==> src/rtl/timer_pkg.sv <==
package timer_pkg;
  typedef enum logic [2:0] {
    ACT_HOLD   = 3'd0,
    ACT_WRITE  = 3'd1,
    ACT_DEC    = 3'd2,
    ACT_UNDER  = 3'd3,
    ACT_RELOAD = 3'd4
  } cnt_act_e;
endpackage

==> src/rtl/timer_en_ctl.sv <==
module timer_en_ctl (
  input  logic clk,
  input  logic rst,
  input  logic tick,
  input  logic en_wr,
  input  logic en_val,
  input  logic ext_start,
  output logic en_q,
  output logic adv,
  output logic first_adv
);
  logic en_d;
  logic start_pend_q;

  // a software write always decides; external start can only set
  always_comb begin
    if (en_wr)          en_d = en_val;
    else if (ext_start) en_d = 1'b1;
    else                en_d = en_q;
  end

  assign adv       = en_q & tick;
  assign first_adv = adv & start_pend_q;

  always_ff @(posedge clk) begin
    if (rst) begin
      en_q         <= 1'b0;
      start_pend_q <= 1'b0;
    end else begin
      en_q <= en_d;
      if (!en_q && en_d)  start_pend_q <= 1'b1;
      else if (!en_d)     start_pend_q <= 1'b0;
      else if (adv)       start_pend_q <= 1'b0;
    end
  end
endmodule

==> src/rtl/timer_cnt_core.sv <==
module timer_cnt_core
  import timer_pkg::*;
#(
  parameter int W = 16
) (
  input  logic         clk,
  input  logic         rst,
  input  logic         adv,
  input  logic         cnt_wr,
  input  logic         rld_wr,
  input  logic [W-1:0] wdata,
  output logic [W-1:0] cnt_q,
  output logic         uf
);
  localparam logic [W-1:0] ALL_ONES = {W{1'b1}};
  localparam logic [W-1:0] ONE      = {{(W-1){1'b0}}, 1'b1};

  logic [W-1:0] rld_q;
  logic         rl_pend_q;
  cnt_act_e     act;

  always_comb begin
    if (cnt_wr)                     act = ACT_WRITE;
    else if (!adv)                  act = ACT_HOLD;
    else if (rl_pend_q)             act = ACT_RELOAD;
    else if (cnt_q == '0)           act = ACT_UNDER;
    else                            act = ACT_DEC;
  end

  assign uf = (act == ACT_UNDER);

  always_ff @(posedge clk) begin
    if (rst) begin
      cnt_q     <= '0;
      rld_q     <= '0;
      rl_pend_q <= 1'b0;
    end else begin
      if (rld_wr) rld_q <= wdata;
      unique case (act)
        ACT_WRITE: begin
          cnt_q     <= wdata;
          rl_pend_q <= 1'b0;
        end
        ACT_RELOAD: begin
          cnt_q     <= rld_q - ONE;
          rl_pend_q <= 1'b0;
        end
        ACT_UNDER: begin
          cnt_q     <= ALL_ONES;
          rl_pend_q <= 1'b1;
        end
        ACT_DEC:  cnt_q <= cnt_q - ONE;
        default:  cnt_q <= cnt_q;
      endcase
    end
  end
endmodule

==> src/rtl/timer_out_stage.sv <==
module timer_out_stage #(
  parameter bit HAS_DMA = 1'b1
) (
  input  logic clk,
  input  logic rst,
  input  logic first_adv,
  input  logic uf,
  output logic pulse_q,
  output logic irq_q,
  output logic dma_q
);
  always_ff @(posedge clk) begin
    if (rst) begin
      pulse_q <= 1'b0;
      irq_q   <= 1'b0;
    end else begin
      pulse_q <= pulse_q ^ first_adv ^ uf;
      irq_q   <= uf;
    end
  end

  generate
    if (HAS_DMA) begin : g_dma
      logic dma_r;
      always_ff @(posedge clk) begin
        if (rst) dma_r <= 1'b0;
        else     dma_r <= uf;
      end
      assign dma_q = dma_r;
    end else begin : g_no_dma
      assign dma_q = 1'b0;
    end
  endgenerate
endmodule

==> src/rtl/pulse_timer_ch.sv <==
module pulse_timer_ch #(
  parameter int W       = 16,
  parameter bit HAS_DMA = 1'b1
) (
  input  logic         clk,
  input  logic         rst,
  input  logic         tick,
  input  logic         cnt_wr,
  input  logic         rld_wr,
  input  logic [W-1:0] wdata,
  input  logic         en_wr,
  input  logic         en_val,
  input  logic         ext_start,
  output logic [W-1:0] count,
  output logic         pulse_out,
  output logic         irq_req,
  output logic         dma_req,
  output logic         running
);
  logic adv;
  logic first_adv;
  logic uf;

  timer_en_ctl u_en (
    .clk       (clk),
    .rst       (rst),
    .tick      (tick),
    .en_wr     (en_wr),
    .en_val    (en_val),
    .ext_start (ext_start),
    .en_q      (running),
    .adv       (adv),
    .first_adv (first_adv)
  );

  timer_cnt_core #(.W(W)) u_core (
    .clk    (clk),
    .rst    (rst),
    .adv    (adv),
    .cnt_wr (cnt_wr),
    .rld_wr (rld_wr),
    .wdata  (wdata),
    .cnt_q  (count),
    .uf     (uf)
  );

  timer_out_stage #(.HAS_DMA(HAS_DMA)) u_out (
    .clk       (clk),
    .rst       (rst),
    .first_adv (first_adv),
    .uf        (uf),
    .pulse_q   (pulse_out),
    .irq_q     (irq_req),
    .dma_q     (dma_req)
  );
endmodule

==> config.mk <==
export PLATFORM = sky130hd
export DESIGN_NAME = pulse_timer_ch
export DESIGN_NICKNAME = d
export VERILOG_FILES = /design/src/rtl/timer_pkg.sv /design/src/rtl/timer_en_ctl.sv /design/src/rtl/timer_cnt_core.sv /design/src/rtl/timer_out_stage.sv /design/src/rtl/pulse_timer_ch.sv
export SDC_FILE = /design/constraint.sdc
export NUM_CORES = 1
export LEC_CHECK = 0
export CAP_MARGIN = 20
export CELL_PAD_IN_SITES_DETAIL_PLACEMENT = 1
export CELL_PAD_IN_SITES_GLOBAL_PLACEMENT = 2
export CORE_ASPECT_RATIO = 0.6
export CORE_UTILIZATION = 39
export CTS_BUF_LIST = sky130_fd_sc_hd__clkbuf_8
export DETAILED_ROUTE_END_ITERATION = 10
export DONT_BUFFER_PORTS = 1
export HOLD_SLACK_MARGIN = 0.06
export PLACE_DENSITY_LB_ADDON = 0.1
export SLEW_MARGIN = 40
export SYNTH_ARGS = -nofsm -noshare
export SYNTH_HDL_FRONTEND = slang
export SYNTH_SLANG_ARGS = --single-unit
==> constraint.sdc <==
create_clock -name clk -period 4.6 [get_ports clk]
set_input_delay 0.46 -clock clk [delete_from_list [all_inputs] [get_ports clk]]
set_output_delay 0.46 -clock clk [all_outputs]
set_load 0.01 [all_outputs]
Word-level counts from Yosys, hierarchy flattened
Index checks and enable logic that the tools add are counted.
{"block": "word_totals", "wordCells": 35, "reg_bits": 37, "inputBits": 24, "output_inout_bits": 20}
{"block": "classes", "n_reduce_logical": 6, "add_sub_neg": 2, "mux": 11, "bitwise_logic": 4, "eq_ne": 5}
{"cell": "16-bit one-hot mux with 4 select lines", "count": 1}
{"cell": "16-bit by 1-bit subtractor with 16-bit output, second input constant", "count": 2}
{"cell": "16-bit zero test", "count": 1}
{"cell": "3-bit two-way mux", "count": 3}
{"cell": "3-bit by 2-bit equality test with 1-bit output, second input constant", "count": 2}
{"cell": "1-bit two-way mux", "count": 6}
{"cell": "4-bit nonzero test", "count": 1}
{"cell": "3-bit by 1-bit equality test with 1-bit output, second input constant", "count": 1}
{"cell": "3-bit equality test, second input constant", "count": 1}
{"cell": "3-bit by 2-bit inequality test with 1-bit output, second input constant", "count": 1}
{"cell": "1-bit AND", "count": 2}
{"cell": "1-bit one-hot mux with 2 select lines", "count": 1}
{"cell": "2-bit nonzero test", "count": 1}
{"cell": "2-bit OR reduction", "count": 1}
{"cell": "1-bit XOR", "count": 2}
{"cell": "1-bit logical AND", "count": 1}
{"cell": "1-bit zero test", "count": 1}

Depth between registers and ports, before layout
Gate-level depths: netlist of the first run.
{"block": "logic_depth", "word_depth": 8, "depth_mapped": 13, "depth_no_buf": 11}

Modules after synthesis
A second synthesis of the first run with hierarchy kept.
{"block": "unflattened", "cells_unflattened": 263, "area_unflattened_um2": 2292.2}
{"module": "timer_cnt_core", "seq_area_each_um2": 660.6, "cells_each": 248, "n_inst": 1, "area_per_inst_um2": 2113.3}
{"module": "timer_en_ctl", "seq_area_each_um2": 40.0, "cells_each": 9, "n_inst": 1, "area_per_inst_um2": 98.8}
{"module": "timer_out_stage", "seq_area_each_um2": 40.0, "cells_each": 6, "n_inst": 1, "area_per_inst_um2": 80.1}

Worst setup path after synthesis of the first run
Ideal clock, no wire load.
{"block": "synth_timing", "path_type": "reg2reg", "start": "reg u_core.cnt_q[7]", "end": "reg u_core.cnt_q[12]", "setup_ns": 0.058, "stages_incl_launch_ff": 14, "slack_ns": 1.292, "t_arrival_ns": 3.249, "required_ns": 4.542, "period_less_slack_ns": 3.308, "n_path_buf": 2, "path_cell_list": "dfxtp_1 -> buf_2 -> nor4_4 -> nand4_4 -> o21a_1 -> buf_2 -> mux2i_1 -> ha_1 -> or4b_2 -> and4bb_2 -> xor2_1 -> nor2_1 -> a211oi_1 -> o22a_1"}
{"block": "synth_between", "elab_chain_len": 7, "word_cells_on_any_way": 12, "classes_between": "1 x add/sub; 4 x eq/ne; 5 x mux; 2 x reduce/logical"}
{"element": "start, declared", "line": "timer_cnt_core.sv:12", "rtl": "output logic [W-1:0] cnt_q,"}
{"element": "start signal, assigned", "line": "timer_cnt_core.sv:41", "rtl": "cnt_q <= wdata;"}
{"element": "start signal, assigned", "line": "timer_cnt_core.sv:45", "rtl": "cnt_q <= rld_q - ONE;"}
{"element": "start signal, assigned", "line": "timer_cnt_core.sv:52", "rtl": "ACT_DEC: cnt_q <= cnt_q - ONE;"}
{"element": "16-bit zero test", "line": "timer_cnt_core.sv:26", "rtl": "else if (cnt_q == '0) act = ACT_UNDER;"}
{"element": "1-bit two-way mux", "line": "timer_cnt_core.sv:26"}
{"element": "3-bit two-way mux", "line": "timer_cnt_core.sv:25", "rtl": "else if (rl_pend_q) act = ACT_RELOAD;"}
{"element": "3-bit two-way mux", "line": "timer_cnt_core.sv:24", "rtl": "else if (!adv) act = ACT_HOLD;"}
{"element": "3-bit two-way mux", "line": "timer_cnt_core.sv:23", "rtl": "if (cnt_wr) act = ACT_WRITE;"}
{"element": "3-bit by 2-bit equality test with 1-bit output, or another cell as far along", "line": "timer_cnt_core.sv:39", "rtl": "unique case (act)"}
{"element": "16-bit one-hot mux with 4 select lines / 4-bit nonzero test (equally long branches)"}
Parallel ways exist; a longest one is shown, timed or not.
A chain may end at the register's enable or synchronous reset.

Worst setup path after layout of the first run
{"block": "layout_timing", "start": "reg u_en.en_q", "end": "reg u_core.cnt_q[10]"}
{"block": "layout_between", "elab_chain_len": 5, "word_cells_on_any_way": 9, "classes_between": "4 x eq/ne; 3 x mux; 1 x bitwise; 1 x reduce/logical"}
{"element": "start, declared", "line": "timer_en_ctl.sv:8", "rtl": "output logic en_q,"}
{"element": "start signal, assigned", "line": "timer_en_ctl.sv:30", "rtl": "en_q <= en_d;"}
{"element": "1-bit AND (*)", "line": "timer_en_ctl.sv:22", "rtl": "assign adv = en_q & tick;"}
{"element": "3-bit two-way mux (*)", "line": "timer_cnt_core.sv:24"}
{"element": "3-bit two-way mux (*)", "line": "timer_cnt_core.sv:23"}
{"element": "3-bit by 2-bit equality test with 1-bit output, or another cell as far along", "line": "timer_cnt_core.sv:39"}
{"element": "16-bit one-hot mux with 4 select lines / 4-bit nonzero test (equally long branches)"}
Mark *: on every way between the ends. The rest lies on a longest branch, timed or not.

==> metrics.txt, run 1 <==
run status complete, no violations; most frequent cells after synthesis dfxtp_1, nor2_1, mux2i_1; RSZ-0062 raised after global routing no; CP endpoint kind register; H-tree levels 2; fraction of layout cells with a size suffix above 1 7.971%; Pwr Density 320.7 nW/um2; first-pass GRT wire length about 12000 um; FMAX about 250 MHz; Max stage delay on crit path roughly 0.67 ns; Pleak approximately 0.001 uW; Yosys top cell by area dfxtp_1; Critical Path Source Type register; Post-synth ARST share 0%; Final Hold Viols 0; clock network fraction of design power 29.1%; pin count of the biggest net entering global routing 37; post-CTS sizing 0; endpoints failing setup 0; met2 routed wirelength approximately 2900 um; Pint approximately 540 uW; max-cap viol count 0; PortBufs 0; Buf/Inv on CP 0; post-CTS setup buffer count 0; CTS Hold Bufs 0; Mapped Avg Cell Area between 8 and 9 um2; count of different cell masters after synthesis 55; post-layout minimum cycle time 4.066 ns; Setup Crit Path Kind reg -> reg; count leader, synth dfxtp_1; Seq. cell area about 740 um2; Routability Congestion roughly 0.87; syn_nets 310; CP required 4.82 ns; largest cells by area after synthesis dfxtp_1, mux2i_1, nor2_1, a21oi_1, xor2_1; Pins Over Slew Limit 0; reg2reg start u_en.en_q; Post-Syn Area ~2400 um2; total number of vias 2164; fill cell count 737; root buf cell clkbuf_8; DP HPWL 5575 um; gr usage total around a quarter; HP Start rst; critical-path cell list and4bb_2, o21a_1, mux2i_1, ha_1, or4b_2, nor3_1, nand2_1, xor2_1, mux2_2, a21oi_1; Synth top area share between 30% and 40%; Antenna Nets Post-Route 0; Setup TNS 0 ns; Die Area about 6400 um2; Top Metal Used met4; VDD IR-drop max around 0.11 mV; worst min-delay path class in -> reg; # rows 21; Slew @ Worst Pin approximately 0.64 ns; CTS tree built; I/O pin count between 40 and 50; cts bufs inserted 5; Clock Sinks 37; Vias/cell ~6.1; CP top delay family simple AND/OR/NAND/NOR gates; WP data arrival 4.29 ns; NetSw about 260 uW; Final period util roughly 90%; Nets between 300 and 400; clock-pin slew on the worst setup and hold paths 0.07 ns; initial antenna violation count 0; synthesized instance count between 200 and 300; DR WL met3 ~550 um; ANT cells 0; hold_ws 0.2300 ns; Clock Path Buffers 2; die width about 100 um; Die Span Y 62.49 um; Max stage delay cell, worst path or4b_2; core area between 5000 and 6000 um2; EDFF count, synth 0; Ys Warns 0; clock insertion delay at the later pin of the skew report a little under 0.3 ns; wl on met1 ~4100 um; clock skew roughly 0.0043 ns; share of power burned in registers between 40% and 50%; DRC 0; P&R area growth vs syn 5.313%; Max-Slew Margin vs Limit between 50% and 60%; initial DRC count between 100 and 150; CP max FO 14; grt total ovfl 0; Pre-antenna DRT Iters 4; Initial Util 41.52%; vias in the first global route approximately 2100; multi-input logic area 1548 um2; switch share between 30 and 40%; Gate power share 22.8%; Seq/Total Area, Yosys between 30% and 40%; WL/cell approximately 21 um; Worst setup startpoint u_en.en_q; Synth Register Bits 37; drt total wl 7600 um; Primary FF master, synth dfxtp_1
==> area by class of cell <==
type	count	share of cell area, %
Tap cell	80	3.996
Inverter	8	1.199
Clock inverter	1	0.1499
Multi-Input combinational cell	224	61.79
Clock buffer	6	3.297
Sequential cell	37	29.57
==> final timing paths <==
path	to	slack, ns	depth (start not counted)
hold / removal	u_core.rld_q[9]	0.23	1
setup / recovery	u_core.cnt_q[10]	0.53	10
hold reg to reg	u_en.start_pend_q	0.51	2
setup reg to reg	u_core.cnt_q[10]	0.53	10
==> power by group through the flow <==
stage	combinational [uW]	clock, uW	sequential (uW)
final	183	234	387
after global routing	202	252	390
after CTS	179	240	386
after detailed placement	178	0	393
after global placement	177	0	393
after floorplan	154	0	379
==> sequential cells by signal, summed over array words and instances, names as in the netlist <==
| signal | cells |
|---|---|
| u_core.cnt_q | 16 |
| u_core.rld_q | 16 |
| u_core.rl_pend_q | 1 |
| u_en.en_q | 1 |
| u_en.start_pend_q | 1 |
| u_out.dma_q | 1 |
| u_out.pulse_q | 1 |
==> through the flow <==
step,setup WS [ns],instances,instance area [um2],util (%),total power (uW)
2_1_floorplan,1.292,285,2379,-,532.9
3_3_place_gp,0.9037,349,2411,42.09,570.1
3_5_place_dp,0.6212,349,2411,42.09,571.2
4_1_cts,0.5670,356,2497,43.60,805.4
5_1_grt,0.2919,356,2505,43.73,843.8
6_report,0.5336,356,2505,43.73,803.2
==> routing by layer <==
layer | vias to the layer above | track usage (%)
met5 | - | 0
met4 | 0 | 4.754
met3 | 5 | 5.817
met2 | 58 | 33.25
met1 | 1061 | 40.26
li1 | 1040 | -
==> cell families after synthesis <==
kind of cell,count (synthesis),synth area share [%]
fa+ha+maj,1,0.5260
buf+inv,24,4.103
mux,28,11.99
simple gates,103,23.93
compound gates,76,22.41
xor+xnor,16,5.891
flops,37,31.14
==> placed cells by master (no fill, tap or decap), types with 3 or more instances in the layout <==
cell / Yosys / final
nand3_1: 3 / 3
nand4_1: 4 / 4
nor4_1: 3 / 3
nor3_1: 12 / 12
and2_1: 4 / 4
xor2_1: 10 / 10
a21o_1: 5 / 5
a31o_2: 3 / 3
nor2_1: 36 / 36
o211ai_1: 3 / 3
o2111ai_1: 3 / 3
dfxtp_1: 37 / 37
a22oi_1: 7 / 7
nand2_1: 20 / 20
a21oi_1: 20 / 20
or3_1: 4 / 4
o21ai_0: 8 / 8
clkbuf_8: 0 / 6
mux2i_1: 24 / 24
inv_1: 8 / 9
a221oi_1: 3 / 3
mux2_2: 4 / 4
xnor2_1: 6 / 6
a211oi_1: 3 / 3
Note: power is estimated with default switching activity, not from simulation.
==> inputs of run 2 (changes only) <==
==> constraint.sdc (replaced) <==
create_clock -name clk -period 4.6 [get_ports clk]
set_input_delay 0.46 -clock clk [delete_from_list [all_inputs] [get_ports clk]]
set_output_delay 0.46 -clock clk [all_outputs]
set_load 0.05 [all_outputs]
==> run 2 against run 1 <==
  * Sequential cell count unchanged
  * Largest power group unchanged
  * Routed wire length up 3.2%
  * Register-to-register slack worse by 0.02 ns
  * Critical endpoint unchanged
  * Clock power fell by 5%
  * Cell count is 3.9% higher
  * Sequential share of layout area shrank 0.92 points
==> metrics.txt, run 2 (synthesized netlist as in run 1, its figures left out) <==
Design Power approximately 840 uW; Top Registers u_core.cnt_q: 16 flops, u_core.rld_q: 16 flops; worst min-delay path class in -> reg; RR Endpoint u_core.cnt_q[10]; die width around 100 um; root buf cell clkbuf_8; Worst setup startpoint u_core.cnt_q[9]; hold_ws ~0.23 ns; Gate power share approximately 28%; FMAX 244.9 MHz; post-CTS setup buffer count 0; Clock Path Buffers 2; R2R setup slack between 0.5 and 0.6 ns; RSZ-0062 raised after global routing no; drt total wl 7846 um; reg2reg start u_core.cnt_q[9]; clock-pin slew on the worst setup and hold paths around 0.070 ns; I/O pin count 44; CP required roughly 4.8 ns; Routability Congestion ~0.8; WP data arrival roughly 4.3 ns; Die Span Y 62.49 um; WL/cell ~21 um; fraction of layout cells with a size suffix above 1 between 10% and 20%; # rows 21; vias in the first global route 2200; Pint approximately 530 uW; grt total ovfl 0; gr usage total around 26%; first-pass GRT wire length roughly 12000 um; H-tree levels 2; P&R area growth vs syn 8.890%; Final period util 88.75%; post-CTS sizing 0; post-layout minimum cycle time between 4 and 5 ns; total number of vias 2255; Setup Crit Path Kind reg -> reg; switch share 36.52%; Die Area ~6400 um2; DP Worst Slack 0.6207 ns; CP endpoint kind register; clock skew 0.007584 ns; fill cell count between 700 and 800; VDD IR-drop max about 0.16 mV; Final Hold Viols 0; post-route setup slack slightly above 0.5 ns; Slew @ Worst Pin 0.7404 ns; run status complete, no violations; Critical Path Source Type register; Pleak roughly 0.0011 uW; share of power burned in registers ~46%; DRC 0; pin count of the biggest net entering global routing 37; initial antenna violation count 0; core area 5728 um2; Nets ~310; DP HPWL 5847 um; Max-Slew Margin vs Limit 50.57%; max-cap viol count 0; Pwr Density around 320 nW/um2; clock insertion delay at the later pin of the skew report 0.30 ns; PortBufs 0; Clock Sinks 37; CTS tree built; most frequent cells in the layout nor2_1, dfxtp_1, mux2i_1, nand2_1, a21oi_1; cts bufs inserted 5; initial DRC count about 190; endpoints failing setup 0; utilization after layout a little under half; ANT cells 0; CTS Hold Bufs 0; CP max FO 12; Pins Over Slew Limit 0; worst-case reg-to-reg path depth 11; NetSw 306.9 uW; Vias/cell between 6 and 7; end point of the critical path u_core.cnt_q[10]; Antenna Nets Post-Route 0; Setup TNS 0 ns; clock network fraction of design power 26.6%; Initial Util between 40% and 50%; Pre-antenna DRT Iters 4
run 2: final cells by class:
class	instances	area [um2]	share of cell area, %
multi-input combinational	224	1540	59.47
sequential	37	742.0	28.65
tap	80	100.1	3.865
timing repair buffer	13	97.59	3.768
clock buffer	5	68.82	2.657
inverter	8	30.03	1.159
clock inverter	3	11.26	0.4348
run 2: worst min path at each step:
stage,start,endpoint,slack (ns),cells after the start
2_1_floorplan,u_en.start_pend_q,u_en.start_pend_q,0.46,2
6_report,rst,u_core.rl_pend_q,0.23,1
5_1_grt,rst,u_core.rld_q[12],0.22,1
3_3_place_gp,u_en.start_pend_q,u_en.start_pend_q,0.48,2
3_5_place_dp,u_en.start_pend_q,u_en.start_pend_q,0.49,2
4_1_cts,rst,u_core.rl_pend_q,0.22,1
run 2: per-stage QoR:
stage / cell area, um2 / cells
2_1_floorplan: 2379 / 285
3_3_place_gp: 2509 / 362
3_5_place_dp: 2510 / 362
4_1_cts: 2590 / 370
5_1_grt: 2590 / 370
6_report: 2590 / 370
run 2: worst max-delay path, cell delays in order, from the launching register on:
cell     delay (ns)
dfxtp_1        0.55
nor4_4         0.51
nand4_4        0.21
o21a_1         0.42
mux2i_1        0.29
ha_1           0.36
or4b_2         0.67
nor3_1         0.33
nand2_1        0.12
xor2_1         0.15
mux2_2         0.26
a21oi_1        0.13
run 2: power by group through the flow:
stage	Combinational, uW	Sequential [uW]	Clock, uW
after CTS	234	382	231
after detailed placement	231	389	0
after global routing	256	385	241
final	235	382	223
after global placement	229	389	0
after floorplan	154	415	0
run 2: per-layer routing:
layer	up-vias	track usage, %	wire length (um)	part of all wire (%)
li1	1061	-	-	-
met4	0	4.754	57	0.73
met2	61	34.83	3082	39
met1	1125	41.94	4170	53
met3	8	5.034	535	6.8
met5	-	0	0	0
